<file path="src/rtl/flash_cmd_pkg.sv">
package flash_cmd_pkg;
  localparam int DW = 8;

  localparam logic [DW-1:0] CODE_MFR     = 8'h9D;
  localparam logic [DW-1:0] CODE_DEV_TOP = 8'h1D;
  localparam logic [DW-1:0] CODE_DEV_BOT = 8'h2D;

  localparam logic [DW-1:0] OP_UNLOCK_A = 8'hAA;
  localparam logic [DW-1:0] OP_UNLOCK_B = 8'h55;
  localparam logic [DW-1:0] OP_PROGRAM  = 8'hA0;
  localparam logic [DW-1:0] OP_ERASE    = 8'h80;
  localparam logic [DW-1:0] OP_CHIP     = 8'h10;
  localparam logic [DW-1:0] OP_BLOCK    = 8'h30;
  localparam logic [DW-1:0] OP_LOCK     = 8'h40;
  localparam logic [DW-1:0] OP_ID_ENTER = 8'h90;
  localparam logic [DW-1:0] OP_ID_EXIT  = 8'hF0;

  typedef enum logic [2:0] {
    ST_IDLE,
    ST_UNL1,
    ST_UNL2,
    ST_PGM,
    ST_ER3,
    ST_ER4,
    ST_ER5
  } seq_st_t;
endpackage

</file>
<file path="src/rtl/fcd_bus_filter.sv">
module fcd_bus_filter
  import flash_cmd_pkg::*;
#(
  parameter int ADDR_W      = 18,
  parameter int SYNC_STAGES = 2,
  parameter int MIN_PULSE   = 4
) (
  input  logic              clk,
  input  logic              rst_n,
  input  logic              ce_n,
  input  logic              we_n,
  input  logic              oe_n,
  input  logic [ADDR_W-1:0] addr,
  input  logic [DW-1:0]     wdata,
  output logic              evt_valid,
  output logic [ADDR_W-1:0] evt_addr,
  output logic [DW-1:0]     evt_data
);
  localparam int PW    = 3 + ADDR_W + DW;
  localparam int CNT_W = $clog2(MIN_PULSE + 1);
  localparam logic [CNT_W-1:0] CNT_MAX = CNT_W'(MIN_PULSE);
  localparam logic [PW-1:0]    RSTV    = {3'b111, {(PW-3){1'b0}}};

  logic [SYNC_STAGES-1:0][PW-1:0] pipe;
  logic [PW-1:0] pin;
  logic [PW-1:0] last;

  assign pin = {ce_n, we_n, oe_n, addr, wdata};

  generate
    if (SYNC_STAGES == 1) begin : g_one
      always_ff @(posedge clk or negedge rst_n) begin
        if (!rst_n) pipe <= {SYNC_STAGES{RSTV}};
        else        pipe[0] <= pin;
      end
    end else begin : g_many
      always_ff @(posedge clk or negedge rst_n) begin
        if (!rst_n) pipe <= {SYNC_STAGES{RSTV}};
        else        pipe <= {pipe[SYNC_STAGES-2:0], pin};
      end
    end
  endgenerate

  assign last = pipe[SYNC_STAGES-1];

  logic              s_ce_n, s_we_n, s_oe_n, active, act_q;
  logic [ADDR_W-1:0] s_addr, a_cap;
  logic [DW-1:0]     s_data, d_cap;
  logic [CNT_W-1:0]  cnt;

  assign {s_ce_n, s_we_n, s_oe_n, s_addr, s_data} = last;
  assign active = !s_ce_n && !s_we_n && s_oe_n;

  always_ff @(posedge clk or negedge rst_n) begin
    if (!rst_n) begin
      act_q     <= 1'b0;
      cnt       <= '0;
      a_cap     <= '0;
      d_cap     <= '0;
      evt_valid <= 1'b0;
      evt_addr  <= '0;
      evt_data  <= '0;
    end else begin
      act_q     <= active;
      evt_valid <= 1'b0;
      if (active && !act_q) begin
        a_cap <= s_addr;
        d_cap <= s_data;
        cnt   <= CNT_W'(1);
      end else if (active) begin
        d_cap <= s_data;
        if (cnt != CNT_MAX) cnt <= cnt + CNT_W'(1);
      end
      if (!active && act_q && cnt == CNT_MAX) begin
        evt_valid <= 1'b1;
        evt_addr  <= a_cap;
        evt_data  <= d_cap;
      end
    end
  end
endmodule

</file>
<file path="src/rtl/fcd_seq_fsm.sv">
module fcd_seq_fsm
  import flash_cmd_pkg::*;
#(
  parameter int ADDR_W   = 18,
  parameter int CMP_W    = 11,
  parameter int BOOT_W   = 4,
  parameter bit BOOT_TOP = 1'b0
) (
  input  logic              clk,
  input  logic              rst_n,
  input  logic              evt_valid,
  input  logic [ADDR_W-1:0] evt_addr,
  input  logic [DW-1:0]     evt_data,
  input  logic              op_busy,
  input  logic              boot_locked,
  output logic              id_mode,
  output logic              prog_stb,
  output logic              chip_erase_stb,
  output logic              block_erase_stb,
  output logic              lockout_stb,
  output logic              id_enter_stb,
  output logic              id_exit_stb,
  output logic [ADDR_W-1:0] cmd_addr,
  output logic [DW-1:0]     cmd_data
);
  localparam logic [CMP_W-1:0] KEY_A = CMP_W'('h555);
  localparam logic [CMP_W-1:0] KEY_B = CMP_W'('h2AA);

  seq_st_t st;
  logic    at_a, at_b, in_boot, guard;

  assign at_a    = evt_addr[CMP_W-1:0] == KEY_A;
  assign at_b    = evt_addr[CMP_W-1:0] == KEY_B;
  assign in_boot = BOOT_TOP ? (&evt_addr[ADDR_W-1 -: BOOT_W])
                            : (~|evt_addr[ADDR_W-1 -: BOOT_W]);
  assign guard   = boot_locked && in_boot;

  always_ff @(posedge clk or negedge rst_n) begin
    if (!rst_n) begin
      st              <= ST_IDLE;
      id_mode         <= 1'b0;
      prog_stb        <= 1'b0;
      chip_erase_stb  <= 1'b0;
      block_erase_stb <= 1'b0;
      lockout_stb     <= 1'b0;
      id_enter_stb    <= 1'b0;
      id_exit_stb     <= 1'b0;
      cmd_addr        <= '0;
      cmd_data        <= '0;
    end else begin
      prog_stb        <= 1'b0;
      chip_erase_stb  <= 1'b0;
      block_erase_stb <= 1'b0;
      lockout_stb     <= 1'b0;
      id_enter_stb    <= 1'b0;
      id_exit_stb     <= 1'b0;
      if (evt_valid && !op_busy) begin
        st <= ST_IDLE;
        if (st == ST_PGM) begin
          if (!guard) begin
            prog_stb <= 1'b1;
            cmd_addr <= evt_addr;
            cmd_data <= evt_data;
          end
        end else if (evt_data == OP_ID_EXIT) begin
          id_exit_stb <= 1'b1;
          id_mode     <= 1'b0;
        end else begin
          unique case (st)
            ST_IDLE: if (at_a && evt_data == OP_UNLOCK_A) st <= ST_UNL1;
            ST_UNL1: if (at_b && evt_data == OP_UNLOCK_B) st <= ST_UNL2;
            ST_UNL2: begin
              if (at_a && evt_data == OP_PROGRAM) st <= ST_PGM;
              else if (at_a && evt_data == OP_ERASE) st <= ST_ER3;
              else if (at_a && evt_data == OP_ID_ENTER) begin
                id_enter_stb <= 1'b1;
                id_mode      <= 1'b1;
              end
            end
            ST_ER3: if (at_a && evt_data == OP_UNLOCK_A) st <= ST_ER4;
            ST_ER4: if (at_b && evt_data == OP_UNLOCK_B) st <= ST_ER5;
            ST_ER5: begin
              if (at_a && evt_data == OP_CHIP) chip_erase_stb <= 1'b1;
              else if (evt_data == OP_BLOCK) begin
                if (!guard) begin
                  block_erase_stb <= 1'b1;
                  cmd_addr        <= evt_addr;
                end
              end else if (at_a && evt_data == OP_LOCK) begin
                lockout_stb <= 1'b1;
                id_mode     <= 1'b1;
              end
            end
            default: st <= ST_IDLE;
          endcase
        end
      end
    end
  end
endmodule

</file>
<file path="src/rtl/fcd_read_mux.sv">
module fcd_read_mux
  import flash_cmd_pkg::*;
#(
  parameter int ADDR_W   = 18,
  parameter int BOOT_W   = 4,
  parameter bit BOOT_TOP = 1'b0
) (
  input  logic              id_mode,
  input  logic              boot_locked,
  input  logic [ADDR_W-1:0] rd_addr,
  input  logic [DW-1:0]     array_rdata,
  output logic [DW-1:0]     rd_data
);
  localparam logic [DW-1:0] DEV_CODE = BOOT_TOP ? CODE_DEV_TOP : CODE_DEV_BOT;

  logic in_boot;
  logic unused_mid;
  logic [DW-1:0] id_val;

  assign in_boot = BOOT_TOP ? (&rd_addr[ADDR_W-1 -: BOOT_W])
                            : (~|rd_addr[ADDR_W-1 -: BOOT_W]);
  assign unused_mid = ^rd_addr[ADDR_W-BOOT_W-1:2];

  always_comb begin
    unique case (rd_addr[1:0])
      2'b00:   id_val = CODE_MFR;
      2'b01:   id_val = DEV_CODE;
      2'b10:   id_val = in_boot ? {{(DW-1){1'b0}}, boot_locked} : '0;
      default: id_val = '0;
    endcase
  end

  assign rd_data = id_mode ? id_val : array_rdata;
endmodule

</file>
<file path="src/rtl/flash_cmd_decoder.sv">
module flash_cmd_decoder
  import flash_cmd_pkg::*;
#(
  parameter int ADDR_W      = 18,
  parameter int CMP_W       = 11,
  parameter int BOOT_W      = 4,
  parameter bit BOOT_TOP    = 1'b0,
  parameter int SYNC_STAGES = 2,
  parameter int MIN_PULSE   = 4
) (
  input  logic              clk,
  input  logic              rst_n,
  input  logic              bus_ce_n,
  input  logic              bus_we_n,
  input  logic              bus_oe_n,
  input  logic [ADDR_W-1:0] bus_addr,
  input  logic [7:0]        bus_wdata,
  input  logic              op_busy,
  input  logic              boot_locked,
  input  logic [ADDR_W-1:0] rd_addr,
  input  logic [7:0]        array_rdata,
  output logic [7:0]        rd_data,
  output logic              id_mode,
  output logic              prog_stb,
  output logic              chip_erase_stb,
  output logic              block_erase_stb,
  output logic              lockout_stb,
  output logic              id_enter_stb,
  output logic              id_exit_stb,
  output logic [ADDR_W-1:0] cmd_addr,
  output logic [7:0]        cmd_data
);
  logic              evt_valid;
  logic [ADDR_W-1:0] evt_addr;
  logic [DW-1:0]     evt_data;

  fcd_bus_filter #(
    .ADDR_W(ADDR_W), .SYNC_STAGES(SYNC_STAGES), .MIN_PULSE(MIN_PULSE)
  ) u_filter (
    .clk(clk), .rst_n(rst_n),
    .ce_n(bus_ce_n), .we_n(bus_we_n), .oe_n(bus_oe_n),
    .addr(bus_addr), .wdata(bus_wdata),
    .evt_valid(evt_valid), .evt_addr(evt_addr), .evt_data(evt_data)
  );

  fcd_seq_fsm #(
    .ADDR_W(ADDR_W), .CMP_W(CMP_W), .BOOT_W(BOOT_W), .BOOT_TOP(BOOT_TOP)
  ) u_fsm (
    .clk(clk), .rst_n(rst_n),
    .evt_valid(evt_valid), .evt_addr(evt_addr), .evt_data(evt_data),
    .op_busy(op_busy), .boot_locked(boot_locked),
    .id_mode(id_mode),
    .prog_stb(prog_stb), .chip_erase_stb(chip_erase_stb),
    .block_erase_stb(block_erase_stb), .lockout_stb(lockout_stb),
    .id_enter_stb(id_enter_stb), .id_exit_stb(id_exit_stb),
    .cmd_addr(cmd_addr), .cmd_data(cmd_data)
  );

  fcd_read_mux #(
    .ADDR_W(ADDR_W), .BOOT_W(BOOT_W), .BOOT_TOP(BOOT_TOP)
  ) u_rmux (
    .id_mode(id_mode), .boot_locked(boot_locked),
    .rd_addr(rd_addr), .array_rdata(array_rdata), .rd_data(rd_data)
  );
endmodule

</file>
<file path="config.mk">
export PLATFORM = sky130hd
export DESIGN_NAME = flash_cmd_decoder
export DESIGN_NICKNAME = d
export VERILOG_FILES = /design/src/rtl/flash_cmd_pkg.sv /design/src/rtl/fcd_bus_filter.sv /design/src/rtl/fcd_seq_fsm.sv /design/src/rtl/fcd_read_mux.sv /design/src/rtl/flash_cmd_decoder.sv
export SDC_FILE = /design/constraint.sdc
export NUM_CORES = 1
export LEC_CHECK = 0
export BUFFER_PORTS_ARGS = -buffer_cell sky130_fd_sc_hd__buf_2
export CAP_MARGIN = 20
export CORE_UTILIZATION = 45
export DETAILED_ROUTE_END_ITERATION = 6
export HOLD_SLACK_MARGIN = 0.08
export PLACE_DENSITY_LB_ADDON = 0.3
export RECOVER_POWER = 100
export SYNTH_ARGS = -nofsm -noshare
export SYNTH_HDL_FRONTEND = slang
export SYNTH_HIERARCHICAL = 1
export SYNTH_SLANG_ARGS = --single-unit
</file>
<file path="constraint.sdc">
create_clock -name clk -period 2.68 [get_ports clk]
set_clock_uncertainty 0.1 [all_clocks]
set_input_delay 0.134 -clock clk [delete_from_list [all_inputs] [get_ports clk]]
set_output_delay 0.134 -clock clk [all_outputs]
set_load 0.01 [all_outputs]
</file>
==> impl_metrics.yaml <==
run_status:
  result_of_the_run: "finished with violations"
  failed_checks: "design-rule violations, max-capacitance violations, max-slew violations"
synth:
  synthMuxAreaShare_pct: 16.75
  synthesis.area_per_instance_um2: 16.08
  yosysMostFrequentCell: "dfrtp_1"
  synth_enable_flop_cells: 0
  async_flop_share_pct: 100.0
  combinational_family_with_the_most_area_after_synthesis: "multiplexers"
  synth_top_area_share_pct: 66.36
  yosys.area_share.adder_pct: 0.4577
  dominantRegCellSynth: "dfrtp_1"
  synth_cells: 340
  syn_nets: 401
  yosys.area_share.xor_xnor_pct: 0
  yosysSeqAreaShare_pct: 69.24
  synth_compound_gate_area_share_pct: 3.021
  netlist.top_cell.by_area: "dfrtp_1"
  post_synth_main_area_contributors: "dfrtp_1 66%, mux2_2 14%, dfstp_2 2.9%"
  synth_simple_gate_area_share_pct: 8.169
  netlist_top_cells_count: "145 x dfrtp_1, 68 x mux2_2, 13 x nand2_1"
  distinct_cell_type_count_of_the_synthesized_netlist: 50
  synthesis.area_mm2: 0.005468
  synth-warning-count: 6
  synth.ff_latch_count: 151
power:
  p_int_uw: 3877
  p_leak_uw: 0.003144
  power_spent_charging_and_discharging_nets_uw: 1065
  power.combinational.fraction_pct: 5.3
  irDropWorstVdd_v: 0.0003870
  p_seq_share_pct: 50.6
  power_per_cell_area_mw_per_mm2: 724.8
  pwr-share-clk_pct: 44.0
  sw_share_pct: 21.55
floorplanning:
  chipWidth_um: 112.2
  coreArea_mm2: 0.01161
  cell_row_count: 39
  initial_utilization_pct: 47.08
  die_area_mm2: 0.01260
  die_h_um: 112.2
  pin_count: 100
drt:
  wl_um: 9556
  ant_nets: 0
  drtPass1Iterations: 7
  post_drt_via_cell_ratio: 5.092
  drt_iter0_markers: 172
  drc_errors: 8
  vias: 3203
  routed_wire_length_per_instance_um: 15.19
timing:
  final_max_tran_viols: 71
  hold_violations: 0
  setup-tns-final_ns: 0
  grt_setup_unrepaired: "false"
  tightestPinTransition_ns: 1.740
  maximum_clock_frequency_mhz: 407.5
  timing.final.crit_period_ns: 2.454
  min_period_over_period_pct: 91.57
  relSlewSlack_pct: -16.00
  final_report_setup_violation_count: 0
hold_path:
  min-delay-start: "u_filter/pipe[11]$_DFF_PN0_"
  worstHoldPathType: "reg -> reg"
  min_to: "u_filter/last[11]$_DFF_PN0_"
  worstHoldPathCells: 0
worst_setup_path:
  sort_of_element_at_the_start_of_the_critical_path: "register"
  ff2ff_path_depth: 5
  worstReg2RegEnd: "u_fsm/cmd_addr[10]$_DFFE_PN0P_"
  reg2reg_setup_slack_ns: 0.23
  crit_path_class: "reg -> reg"
  timing.critical_path.fanout_max: 18
  timing.rr.start: "u_filter/evt_data[1]$_DFFE_PN0P_"
  timing.critical_path.required_ns: 2.86
  worstSetupEndpointType: "register"
  critPathArrivalTime_ns: 2.64
clock_tree:
  post_cts_buffers: 0
  cts.clk_slew.worst_paths_ns: 0.06
  worstSkewPairLatency_ns: 0.41
  cts_tree: "built"
  cts_root_buffer: "clkbuf_16"
  numClockSinks: 151
  clk_path_buf_depth: 2
  cts_htree_levels: 4
  cts_inserted_buffers: 17
placed_design:
  port-buffer-count: 87
  number_of_placed_cells_counting_well_taps: 566
  globalplace.congestion: 0.8035
  detailed_place_hpwl_um: 6072
final_layout:
  fin_nets: 535
  instances_no_fill: 629
  antenna_cells_inserted: 0
  area_growth_syn_to_layout_pct: 24.71
  drive_above_1_share_pct: 33.74
  final.fill_count: 938
global_routing:
  grtUsageTotal_pct: 16.90
  grt_first_pass_wirelength_um: 16260
  global_route.overflow_total: 0
  grt_start_max_net_pins: 73
  antenna_violations_before_repair: 0
  first_global_vias: 3246
run:
  max_cap_viol_count: 1
==> logic make-up after synthesis <==
logic type / after synthesis
AND/OR/NAND/NOR: 66
adder cells (fa/ha/maj): 2
AO/OA/AOI/OAI: 23
buffers and inverters: 20
flip-flops: 151
multiplexers: 78
==> per-stage QoR <==
step           utilization, %  worst slack, ns  instance area, um^2  total power (uW)  hold WS, ns
2_1_floorplan               -           0.3499                 5468              2645      -0.2616
3_3_place_gp            52.35           0.3477                 6080              2759      0.08780
3_5_place_dp            52.35           0.3044                 6080              2779      0.09928
4_1_cts                 59.84           0.2960                 6949              5003       0.2299
5_1_grt                 58.72           0.1345                 6819              5170       0.2390
6_report                58.72           0.2260                 6819              4942       0.2460
==> cell type report <==
cell class / count / area [um^2] / area share, %
inverters: 10 / 37.54 / 0.5505
clock buffers: 20 / 446.7 / 6.550
well taps: 143 / 178.9 / 2.624
multi-input cells: 169 / 1484 / 21.76
flip-flops and latches: 151 / 3786 / 55.52
repair buffers: 125 / 783.3 / 11.49
clock inverters: 11 / 102.6 / 1.505
==> worst max-delay path: stages (launching register included) <==
cell and delay, ns:
dfrtp_1 0.44, or4_1 0.58, or3_1 0.38, a21oi_1 0.26, buf_12 0.22, mux2_1 0.35
==> registers in the layout, summed over array words and instances (netlist names) <==
name and flops:
u_filter/a_cap 18, u_filter/act_q 1, u_filter/cnt 3, u_filter/d_cap 8, u_filter/evt_addr 18, u_filter/evt_data 8, u_filter/evt_valid 1, u_filter/last 29
u_filter/pipe 29, u_fsm/block_erase_stb 1, u_fsm/chip_erase_stb 1, u_fsm/cmd_addr 18, u_fsm/cmd_data 8, u_fsm/id_enter_stb 1, u_fsm/id_exit_stb 1, u_fsm/id_mode 1
u_fsm/lockout_stb 1, u_fsm/prog_stb 1, u_fsm/st 3
==> how the worst max path moves through the flow <==
stage                                                 from                              to  slack, ns  depth (start not counted)
after global routing      u_filter/evt_data[1]$_DFFE_PN0P_  u_fsm/cmd_addr[12]$_DFFE_PN0P_       0.13                          5
final                     u_filter/evt_data[1]$_DFFE_PN0P_  u_fsm/cmd_addr[10]$_DFFE_PN0P_       0.23                          5
after detailed placement  u_filter/evt_addr[1]$_DFFE_PN0P_         u_fsm/st[2]$_DFFE_PN0P_       0.30                          4
after CTS                 u_filter/evt_addr[1]$_DFFE_PN0P_         u_fsm/st[2]$_DFFE_PN0P_       0.30                          4
after global placement    u_filter/evt_data[0]$_DFFE_PN0P_   u_fsm/cmd_addr[0]$_DFFE_PN0P_       0.35                          5
after floorplan           u_filter/evt_data[0]$_DFFE_PN0P_  u_fsm/cmd_addr[10]$_DFFE_PN0P_       0.35                          5
==> repair_timing <==
item / in CTS / in global routing
setup endpoints to repair: 0 / 0
gates resized for setup: 0 / 0
hold buffers: 32 / 0
endpoints found under the hold margin: 103 / 0
==> power by group through the flow <==
stage                     sequential (uW)  clock (uW)  combinational, uW
after floorplan                      2510           0                132
after global placement               2530           0                226
after detailed placement             2540           0                237
after CTS                            2500        2230                275
after global routing                 2520        2350                297
final                                2500        2180                264
==> placed cells by master, fill, tap and decap left out, types with 3 or more instances in the layout <==
master | Yosys | layout
nand3_1 | 4 | 4
inv_1 | 10 | 10
o21ai_0 | 6 | 6
buf_12 | 1 | 3
nor4_1 | 4 | 4
mux2_4 | 10 | 3
buf_2 | 1 | 45
and3_1 | 3 | 3
clkbuf_1 | 3 | 44
nor2b_1 | 3 | 3
clkinv_2 | 0 | 3
dfstp_2 | 6 | 6
clkinvlp_4 | 0 | 3
nor3b_1 | 3 | 4
nand2b_1 | 3 | 3
nor3_1 | 3 | 3
nor4b_1 | 2 | 3
mux2_1 | 0 | 8
clkinv_4 | 0 | 3
o22ai_1 | 3 | 3
clkbuf_16 | 0 | 17
nand3b_1 | 4 | 4
a21oi_1 | 4 | 5
nand2_1 | 13 | 13
mux2_2 | 68 | 67
dlygate4sd3_1 | 0 | 32
or3_1 | 2 | 3
dfrtp_1 | 145 | 145
==> routing by layer <==
metal  global-route usage (%)  vias up  share of wire (%)
met3                    4.914        8                4.5
met1                    22.48     1634                 46
li1                         -     1477                  -
met4                    5.600        0               0.78
met5                        0        -                  0
met2                    26.87       84                 49
Note: power is estimated with default switching activity, not from simulation.
